## src/rtl/regbank_pkg.sv

```systemverilog
package regbank_pkg;

    localparam int DW       = 16;
    localparam int DEF_REGS = 32;

    typedef struct packed {
        logic [DW-1:0] rdata;
        logic          err;
    } port_state_t;

    function automatic logic [DEF_REGS*DW-1:0] def_wr_mask();
        logic [DEF_REGS*DW-1:0] v;
        v = '0;
        for (int i = 0; i < DEF_REGS; i++) begin
            if (i < 2)
                v[i*DW +: DW] = 16'h0000;
            else if (i % 4 == 3)
                v[i*DW +: DW] = 16'h00FF;
            else
                v[i*DW +: DW] = 16'hFFFF;
        end
        return v;
    endfunction

    function automatic logic [DEF_REGS*DW-1:0] def_rd_mask();
        logic [DEF_REGS*DW-1:0] v;
        v = '0;
        for (int i = 0; i < DEF_REGS; i++)
            v[i*DW +: DW] = (i % 4 == 2) ? 16'h7FFF : 16'hFFFF;
        return v;
    endfunction

    function automatic logic [DEF_REGS*DW-1:0] def_reset();
        logic [DEF_REGS*DW-1:0] v;
        v = '0;
        for (int i = 0; i < DEF_REGS; i++) begin
            if (i == 0)
                v[i*DW +: DW] = 16'hA5C3;
            else if (i == 1)
                v[i*DW +: DW] = 16'h0042;
            else if (i % 4 == 3)
                v[i*DW +: DW] = 16'hAB00;
            else
                v[i*DW +: DW] = 16'h0000;
        end
        return v;
    endfunction

endpackage

```

## src/rtl/regbank_guard.sv

```systemverilog
// Decides, for a whole write, whether every beat may land.
module regbank_guard
    import regbank_pkg::*;
#(
    parameter int NUM_REGS = DEF_REGS,
    parameter int ADDR_W   = 6,
    parameter int BURST    = 4,
    parameter int CNT_W    = 2,
    parameter int SEC_ADDR = 2,
    parameter int PA_LO    = 8,
    parameter int PA_HI    = 11,
    parameter int PB_LO    = 20,
    parameter int PB_HI    = 22,
    parameter logic [NUM_REGS*DW-1:0] WR_MASK = def_wr_mask()
) (
    input  logic              wr_req,
    input  logic [ADDR_W-1:0] addr,
    input  logic [CNT_W-1:0]  cnt,
    input  logic              unlocked,
    output logic              wr_ok,
    output logic              wr_err
);

    logic [BURST-1:0] beat_bad;

    for (genvar b = 0; b < BURST; b++) begin : g_beat
        logic          active;
        logic          oob;
        logic          prot;
        logic [DW-1:0] wm;
        int            a_b;

        always_comb begin
            a_b    = int'(addr) + b;
            active = (b <= int'(cnt));
            oob    = (a_b >= NUM_REGS);
            wm     = '0;
            for (int r = 0; r < NUM_REGS; r++)
                if (a_b == r)
                    wm = WR_MASK[r*DW +: DW];
            prot = (a_b != SEC_ADDR) &&
                   (((a_b >= PA_LO) && (a_b <= PA_HI)) ||
                    ((a_b >= PB_LO) && (a_b <= PB_HI)));
            beat_bad[b] = active && (oob || (wm == '0) || (!unlocked && prot));
        end
    end

    assign wr_ok  = wr_req && (beat_bad == '0);
    assign wr_err = wr_req && (beat_bad != '0);

endmodule

```

## src/rtl/regbank_store.sv

```systemverilog
// Register storage with per-bit write masking; up to BURST beats per write.
module regbank_store
    import regbank_pkg::*;
#(
    parameter int NUM_REGS = DEF_REGS,
    parameter int ADDR_W   = 6,
    parameter int BURST    = 4,
    parameter int CNT_W    = 2,
    parameter logic [NUM_REGS*DW-1:0] WR_MASK = def_wr_mask(),
    parameter logic [NUM_REGS*DW-1:0] RST_VAL = def_reset()
) (
    input  logic                   clk,
    input  logic                   rst_n,
    input  logic                   commit,
    input  logic [ADDR_W-1:0]      addr,
    input  logic [CNT_W-1:0]       cnt,
    input  logic [BURST*DW-1:0]    wdata,
    output logic [NUM_REGS*DW-1:0] regs_flat
);

    localparam logic [NUM_REGS-1:0][DW-1:0] WM      = WR_MASK;
    localparam logic [NUM_REGS-1:0][DW-1:0] RST_ARR = RST_VAL;

    logic [NUM_REGS-1:0][DW-1:0] regs_d, regs_q;
    logic [BURST-1:0][DW-1:0]    beats;

    assign beats = wdata;

    always_comb begin
        regs_d = regs_q;
        if (commit) begin
            for (int b = 0; b < BURST; b++) begin
                if (b <= int'(cnt)) begin
                    for (int r = 0; r < NUM_REGS; r++) begin
                        if (int'(addr) + b == r)
                            regs_d[r] = (regs_q[r] & ~WM[r]) | (beats[b] & WM[r]);
                    end
                end
            end
        end
    end

    always_ff @(posedge clk or negedge rst_n) begin
        if (!rst_n)
            regs_q <= RST_ARR;
        else
            regs_q <= regs_d;
    end

    assign regs_flat = regs_q;

endmodule

```

## src/rtl/regbank_rdport.sv

```systemverilog
// Read selection with per-register readable-bit mask.
module regbank_rdport
    import regbank_pkg::*;
#(
    parameter int NUM_REGS = DEF_REGS,
    parameter int ADDR_W   = 6,
    parameter logic [NUM_REGS*DW-1:0] RD_MASK = def_rd_mask()
) (
    input  logic [ADDR_W-1:0]      addr,
    input  logic [NUM_REGS*DW-1:0] regs_flat,
    output logic [DW-1:0]          rd_val,
    output logic                   rd_oob
);

    always_comb begin
        rd_val = '0;
        rd_oob = (int'(addr) >= NUM_REGS);
        for (int r = 0; r < NUM_REGS; r++)
            if (int'(addr) == r)
                rd_val = regs_flat[r*DW +: DW] & RD_MASK[r*DW +: DW];
    end

endmodule

```

## src/rtl/regbank_keylock.sv

```systemverilog
module regbank_keylock
    import regbank_pkg::*;
#(
    parameter int NUM_REGS = DEF_REGS,
    parameter int ADDR_W   = 6,
    parameter int BURST    = 4,
    parameter int SEC_ADDR = 2,
    parameter logic [DW-1:0] UNLOCK_KEY = 16'h0013,
    parameter int PA_LO    = 8,
    parameter int PA_HI    = 11,
    parameter int PB_LO    = 20,
    parameter int PB_HI    = 22,
    parameter logic [NUM_REGS*DW-1:0] WR_MASK = def_wr_mask(),
    parameter logic [NUM_REGS*DW-1:0] RD_MASK = def_rd_mask(),
    parameter logic [NUM_REGS*DW-1:0] RST_VAL = def_reset(),
    localparam int CNT_W = $clog2(BURST)
) (
    input  logic                clk,
    input  logic                rst_n,
    input  logic [ADDR_W-1:0]   acc_addr,
    input  logic [CNT_W-1:0]    acc_cnt,
    input  logic [BURST*DW-1:0] acc_wdata,
    input  logic                acc_we,
    input  logic                acc_re,
    output logic [DW-1:0]       acc_rdata,
    output logic                acc_err
);

    logic [NUM_REGS*DW-1:0] regs_flat;
    logic [DW-1:0]          key_val;
    logic                   unlocked;
    logic                   wr_ok, wr_err;
    logic [DW-1:0]          rd_val;
    logic                   rd_oob;
    port_state_t            state_d, state_q;

    assign key_val  = regs_flat[SEC_ADDR*DW +: DW];
    assign unlocked = (key_val == UNLOCK_KEY);

    regbank_guard #(
        .NUM_REGS(NUM_REGS), .ADDR_W(ADDR_W), .BURST(BURST), .CNT_W(CNT_W),
        .SEC_ADDR(SEC_ADDR), .PA_LO(PA_LO), .PA_HI(PA_HI),
        .PB_LO(PB_LO), .PB_HI(PB_HI), .WR_MASK(WR_MASK)
    ) guard_i (
        .wr_req  (acc_we),
        .addr    (acc_addr),
        .cnt     (acc_cnt),
        .unlocked(unlocked),
        .wr_ok   (wr_ok),
        .wr_err  (wr_err)
    );

    regbank_store #(
        .NUM_REGS(NUM_REGS), .ADDR_W(ADDR_W), .BURST(BURST), .CNT_W(CNT_W),
        .WR_MASK(WR_MASK), .RST_VAL(RST_VAL)
    ) store_i (
        .clk      (clk),
        .rst_n    (rst_n),
        .commit   (wr_ok),
        .addr     (acc_addr),
        .cnt      (acc_cnt),
        .wdata    (acc_wdata),
        .regs_flat(regs_flat)
    );

    regbank_rdport #(
        .NUM_REGS(NUM_REGS), .ADDR_W(ADDR_W), .RD_MASK(RD_MASK)
    ) rdport_i (
        .addr     (acc_addr),
        .regs_flat(regs_flat),
        .rd_val   (rd_val),
        .rd_oob   (rd_oob)
    );

    // Read sees the pre-write contents because storage updates on the same edge.
    always_comb begin
        state_d     = state_q;
        state_d.err = wr_err || (acc_re && rd_oob);
        if (acc_re)
            state_d.rdata = rd_oob ? '0 : rd_val;
    end

    always_ff @(posedge clk or negedge rst_n) begin
        if (!rst_n)
            state_q <= '0;
        else
            state_q <= state_d;
    end

    assign acc_rdata = state_q.rdata;
    assign acc_err   = state_q.err;

endmodule

```

## config.mk

```make
export PLATFORM = sky130hd
export DESIGN_NAME = regbank_keylock
export DESIGN_NICKNAME = d
export VERILOG_FILES = /design/src/rtl/regbank_pkg.sv /design/src/rtl/regbank_guard.sv /design/src/rtl/regbank_store.sv /design/src/rtl/regbank_rdport.sv /design/src/rtl/regbank_keylock.sv
export SDC_FILE = /design/constraint.sdc
export NUM_CORES = 2
export LEC_CHECK = 0
export CAP_MARGIN = 20
export CORE_MARGIN = 2
export CORE_UTILIZATION = 35
export DETAILED_ROUTE_END_ITERATION = 10
export DONT_BUFFER_PORTS = 1
export PLACE_DENSITY_LB_ADDON = 0.2
export SLEW_MARGIN = 0
export SYNTH_ARGS = -nofsm -noshare
export SYNTH_HDL_FRONTEND = slang
export SYNTH_SLANG_ARGS = --single-unit
```

## constraint.sdc

```tcl
create_clock -name clk -period 3.73 [get_ports clk]
set_clock_uncertainty 0.2 [all_clocks]
set_input_delay 0.373 -clock clk [delete_from_list [all_inputs] [get_ports clk]]
set_output_delay 0.373 -clock clk [all_outputs]
set_load 0.01 [all_outputs]
```

[Yosys cells after proc, flatten, opt, wreduce, memory -nomap -nowiden]
Cells that the tools add are included.
Storage, ports and cells
  logic and storage cells: 549
  output and inout port bits: 17
  register bits after elaboration: 529
  input port bits: 76
Cells by class
  bitwise operators: 32
  reduce and logical (&&, ||, !) cells: 47
  eq/ne operators: 130
  $lt $le $gt $ge: 23
  muxes and demuxes: 280
  add/sub/neg operators: 3
Operator list (count)
  $mux 16: 277
  $eq 32x6->1 const B: 48
  $mux 512: 3
  $eq 32x5->1 const B: 24
  $or 16x8->16: 32
  $eq 32x4->1 const B: 12
  $eq 32x3->1 const B: 6
  $eq 6x6->1 const B: 16
  $ge 32x5->1 const B: 3
  $ge 32x6->1 const B: 3
  $ge 32x7->1 const B: 3
  $le 32x5->1 const B: 3
  $le 32x6->1 const B: 3
  $ne 32x3->1 const B: 3
  $eq 32x2->1 const B: 2
  $logic_not 16->1: 4
  $logic_not 32->1: 2
  $eq 6x5->1 const B: 8
  $eq 6x4->1 const B: 4
  $logic_and 1x1->1: 22
  $eq 16x5->1 const B: 1
  $add 6x2->7 const B: 2
  $logic_or 1x1->1: 13
  $eq 6x3->1 const B: 2
  other kinds (16): 19

[Logic depth before layout (Yosys ltp)]
  depth after elaboration: 39
  depth in mapped cells: 19
  depth with buffers taken out: 10

[Hierarchy]
From an unflattened synthesis, not the netlist that was laid out.
Unflattened totals
  cells, all modules: 5199
  area total of the unflattened synthesis: 41265.8 um^2
By module, submodules not included
  regbank_store: cells each 3966, times used 1, sequential area each 10410.0 um^2, area each 32765.2 um^2
  regbank_rdport: cells each 989, times used 1, sequential area each 0.0 um^2, area each 6533.8 um^2
  regbank_guard: cells each 171, times used 1, sequential area each 0.0 um^2, area each 1209.9 um^2
  regbank_keylock: cells each 73, times used 1, sequential area each 425.4 um^2, area each 757.0 um^2

[Worst setup path before layout]
Ideal clock, no wire load.
  path kind: input to register
  start point: input acc_addr[2]
  end point: register store_i.regs_q, in the netlist store_i.regs_flat[95]
  path buffers: 8
  data arrival time: 3.299 ns
  required time: 3.405 ns
  setup time: 0.125 ns
  stages: 18
  slack: 0.106 ns
  cell sequence: buf_2 > buf_4 > buf_4 > buf_4 > inv_1 > ha_1 > clkbuf_1 > inv_1 > a21oi_1 > o21ai_0 > a32oi_1 > o311ai_1 > a21oi_1 > and4_1 > buf_2 > buf_4 > buf_4 > mux2_2
Between the ends
  word-level cells in the longest chain between the ends: 38
  elaborated cells on any way between the ends: 311
  classes of those cells: add/sub: 3; order compare: 20; eq/ne: 124; mux: 127; reduce/logical: 37
RTL lines
  from (decl): line regbank_keylock.sv:20  | input logic [ADDR_W-1:0] acc_addr,
  $add 6x1->7 / $add 6x2->7 (equally long branches)
  $eq 32x3->1: line regbank_guard.sv:39  | if (a_b == r)
  $mux 16 (30 in a row): line regbank_guard.sv:39
  $logic_not 16->1: line regbank_guard.sv:44  | beat_bad[b] = active && (oob || (wm == '0) || (!unlocked && prot));
  $logic_or 1x1->1 (2 in a row): line regbank_guard.sv:44
  $logic_and 1x1->1: line regbank_guard.sv:44
  $logic_not 4->1: line regbank_guard.sv:48  | assign wr_ok = wr_req && (beat_bad == '0);
  $logic_and 1x1->1: line regbank_guard.sv:48
  to (signal assigned): line regbank_store.sv:47  | regs_q <= regs_d;
  to (decl): line regbank_store.sv:24  | logic [NUM_REGS-1:0][DW-1:0] regs_d, regs_q;
Parallel ways exist; a longest one is shown, timed or not.
A chain may end at the register's enable or synchronous reset.

[Worst setup path in the final report]
  start point: input acc_addr[1]
  end point: register store_i.regs_q, in the netlist store_i.regs_flat[282]
The elaborated chain is that of the path after synthesis.

==> metrics.txt <==
outcome=finished with violations; violated checks=negative hold slack; Mapped Cells=roughly 5.1k; DRC=0; fraction of layout cells with a size suffix above 1=a little under an eighth; core area=roughly 110000 µm²; H-tree depth=2; Design Area, Final=roughly 45000 µm²; Yosys top cell by area=dfrtp_1; Synth top cells by count=nand2_1 (701), nor2_1 (590), clkbuf_1 (483), a21oi_1 (455), dfrtp_1 (426); Post-layout nets=approximately 5.1k; DRT Wirelength=213000 µm; final setup TNS=0 ps; Iter 0 DRT Violations=roughly 6.5k; Final Hold Viols=approximately 430; worst-skew pair later-pin latency=around 670 ps; Post-synth EDFFs=0; root buf cell=clkbuf_16; fmax=0.277 GHz; Clk pin slew, worst setup/hold paths=about 60 ps; final antenna-violating net count=0; Synth area leaders=dfrtp_1 (28%), mux2_1 (10%), mux2i_1 (9.6%); Critical Path RT=approximately 4100 ps; sequential element share of the synthesized area=27.8%; RR Endpoint=store_i.regs_flat[285]$_DFFE_PN0P_; Setup Buffers After CTS=0; Tightest Pin Transition=~1200 ps; total clock sinks=~430; Lkg Pwr=roughly 20 nW; DIE AREA=approximately 110000 µm²; share of async-settable or async-resettable flops after synthesis=100%; crit path kind=input port to flip-flop; DP HPWL=around 130000 µm; critical path arrival=about 4000 ps; Clock Tree Buf Depth=3; Mean Syn Cell Area=~7.6 µm²; Starting Density=35.3%; initial antenna violation count=11; CTS tree=built; Chip Height=335 µm; Routed wire per std cell=32.7 µm; Peak VDD IR=around 0.37 mV; total grt overflow=0; DRT Pass-1 Iters=8; PortBufs=0; GRT Util Overall=~37%; syn nets=5171; vias in the first global route=39.2k; DIE WIDTH=335 µm; RSZ-0062 raised after global routing=false; post-place setup slack=between 80 and 90 ps; Worst Setup SP=acc_addr[1]; crit path max fanout=32; Final Max Slew Viols=0; Slew headroom=about 18%; Syn-to-layout area delta=17.9%; first-pass GRT wire length=~300000 µm; most used flip-flop cell after synthesis=dfrtp_1; max-cap violations=0; reg2reg path depth=10; setup slack, reg-to-reg=slightly below 700 ps; hold_ws=-777 ps; warnings from Yosys=0; Post-DP Area=41600 µm²; crit end category=flip-flop; largest net degree at the start of global routing=between 400 and 500; R2R Path Start=store_i.regs_flat[44]$_DFFE_PN0P_; post-synth cell types=about 90; Hold Buf Count CTS=around 120; post-synthesis cell area=between 30000 and 40000 µm²; Pwr Density=356 nW/µm²; setup ws final=around 120 ps; min cycle time layout=3610 ps; Worst Hold Class=input port to asynchronous set/reset pin; Ports=between 90 and 100; share of the synthesized area in the top cell type=27.8%; TritonCTS buffer count=56; FP Rows=between 100 and 150; Via Count=43.4k; Synth Register Bits=426; most frequent cell after synthesis=nand2_1; Routability Congestion=approximately 0.96; Setup-failing EPs final=0; final clock period utilization by the worst path=a little over nine tenths; Startpoint Class=input port; vias per cell=around 6.7
[through the flow]
stage / util [%] / total power [mW] / instances
floorplan: - / 8.55 / 5084
global placement: 38.2 / 9.35 / 6275
detailed placement: 38.2 / 9.44 / 6275
CTS: 41.5 / 15.9 / 6501
global route: 41.6 / 16.7 / 6506
finish: 41.6 / 16.1 / 6517
[placed cells by master (no fill, tap or decap), types with 40 or more instances in the layout]
cell type,n
o21ai_1,60
a31oi_1,110
mux2i_1,368
o211ai_1,143
nor3_1,40
a211oi_1,261
nor2_1,573
inv_1,59
nand2_1,701
mux2_1,341
dlygate4sd3_1,92
dfrtp_1,426
clkbuf_16,57
nand3_1,105
o21ai_0,386
a21oi_1,454
buf_4,301
buf_12,80
[area by class of cell]
type / instances / area, µm²
clock inverter: 16 / 216
fill: 10893 / 63600
sequential: 426 / 10700
antenna: 15 / 37.5
clock buffer: 86 / 1730
multi-input combinational: 4009 / 25400
inverter: 60 / 225
tap: 1414 / 1770
timing repair buffer: 491 / 5250
[flip-flops by register name, summed over array words and instances, names as in the netlist]
register and cells:
acc_err 1, acc_rdata 16, store_i.regs_flat 409
[where the power goes]
part           internal (mW)  total, mW  switching (mW)
sequential              5.32       6.09           0.761
clock                   3.50       5.96            2.46
combinational           1.93       4.05            2.12
[per-layer routing]
metal	wire, µm	share of wire [%]	global-route usage, %
met1	84400	40	49.8
met2	86000	40	51.3
met3	28700	13	10.7
met4	14000	6.6	21.4
met5	73	0.034	0
[logic make-up (layout without fill, tap and decap cells)]
group | count (synthesis) | in the layout | share of synthesized area [%]
mux | 734 | 734 | 20.3
other cells | 0 | 15 | 0
buf+inv | 649 | 653 | 7.08
xor+xnor | 9 | 9 | 0.205
simple gates | 1584 | 1584 | 17.2
compound gates | 1671 | 1671 | 27.0
fa+ha+maj | 11 | 11 | 0.358
flops | 426 | 426 | 27.8
[how the worst max path moves through the flow]
stage	end	slack, ps	cells past startpoint
after CTS	store_i.regs_flat[280]$_DFFE_PN0P_	210	15
after global placement	acc_rdata[12]$_DFFE_PN0P_	80	16
after global routing	store_i.regs_flat[280]$_DFFE_PN0P_	30	15
after detailed placement	acc_rdata[12]$_DFFE_PN0P_	80	16
final	store_i.regs_flat[282]$_DFFE_PN0P_	120	15
after floorplan	store_i.regs_flat[95]$_DFFE_PN0P_	110	18
[worst max-delay path, cell delays in order]
cell,delay [ps]
inv_1,140
ha_1,280
buf_6,220
nand2b_2,210
mux2i_1,90
a32oi_1,290
buf_4,230
nor2_1,90
and2_0,160
buf_4,230
nand2_1,120
dlygate4sd3_1,560
o21ai_0,80
dlygate4sd3_1,570
mux2_1,290
[what timing repair did]
| action | 4_1_cts | 5_1_grt |
|---|---|---|
| hold endpoints to repair | 846 | 426 |
| endpoints found under the setup margin | 0 | 4 |
| gates resized for setup | 0 | 3 |
Note: power is estimated with default switching activity, not from simulation.
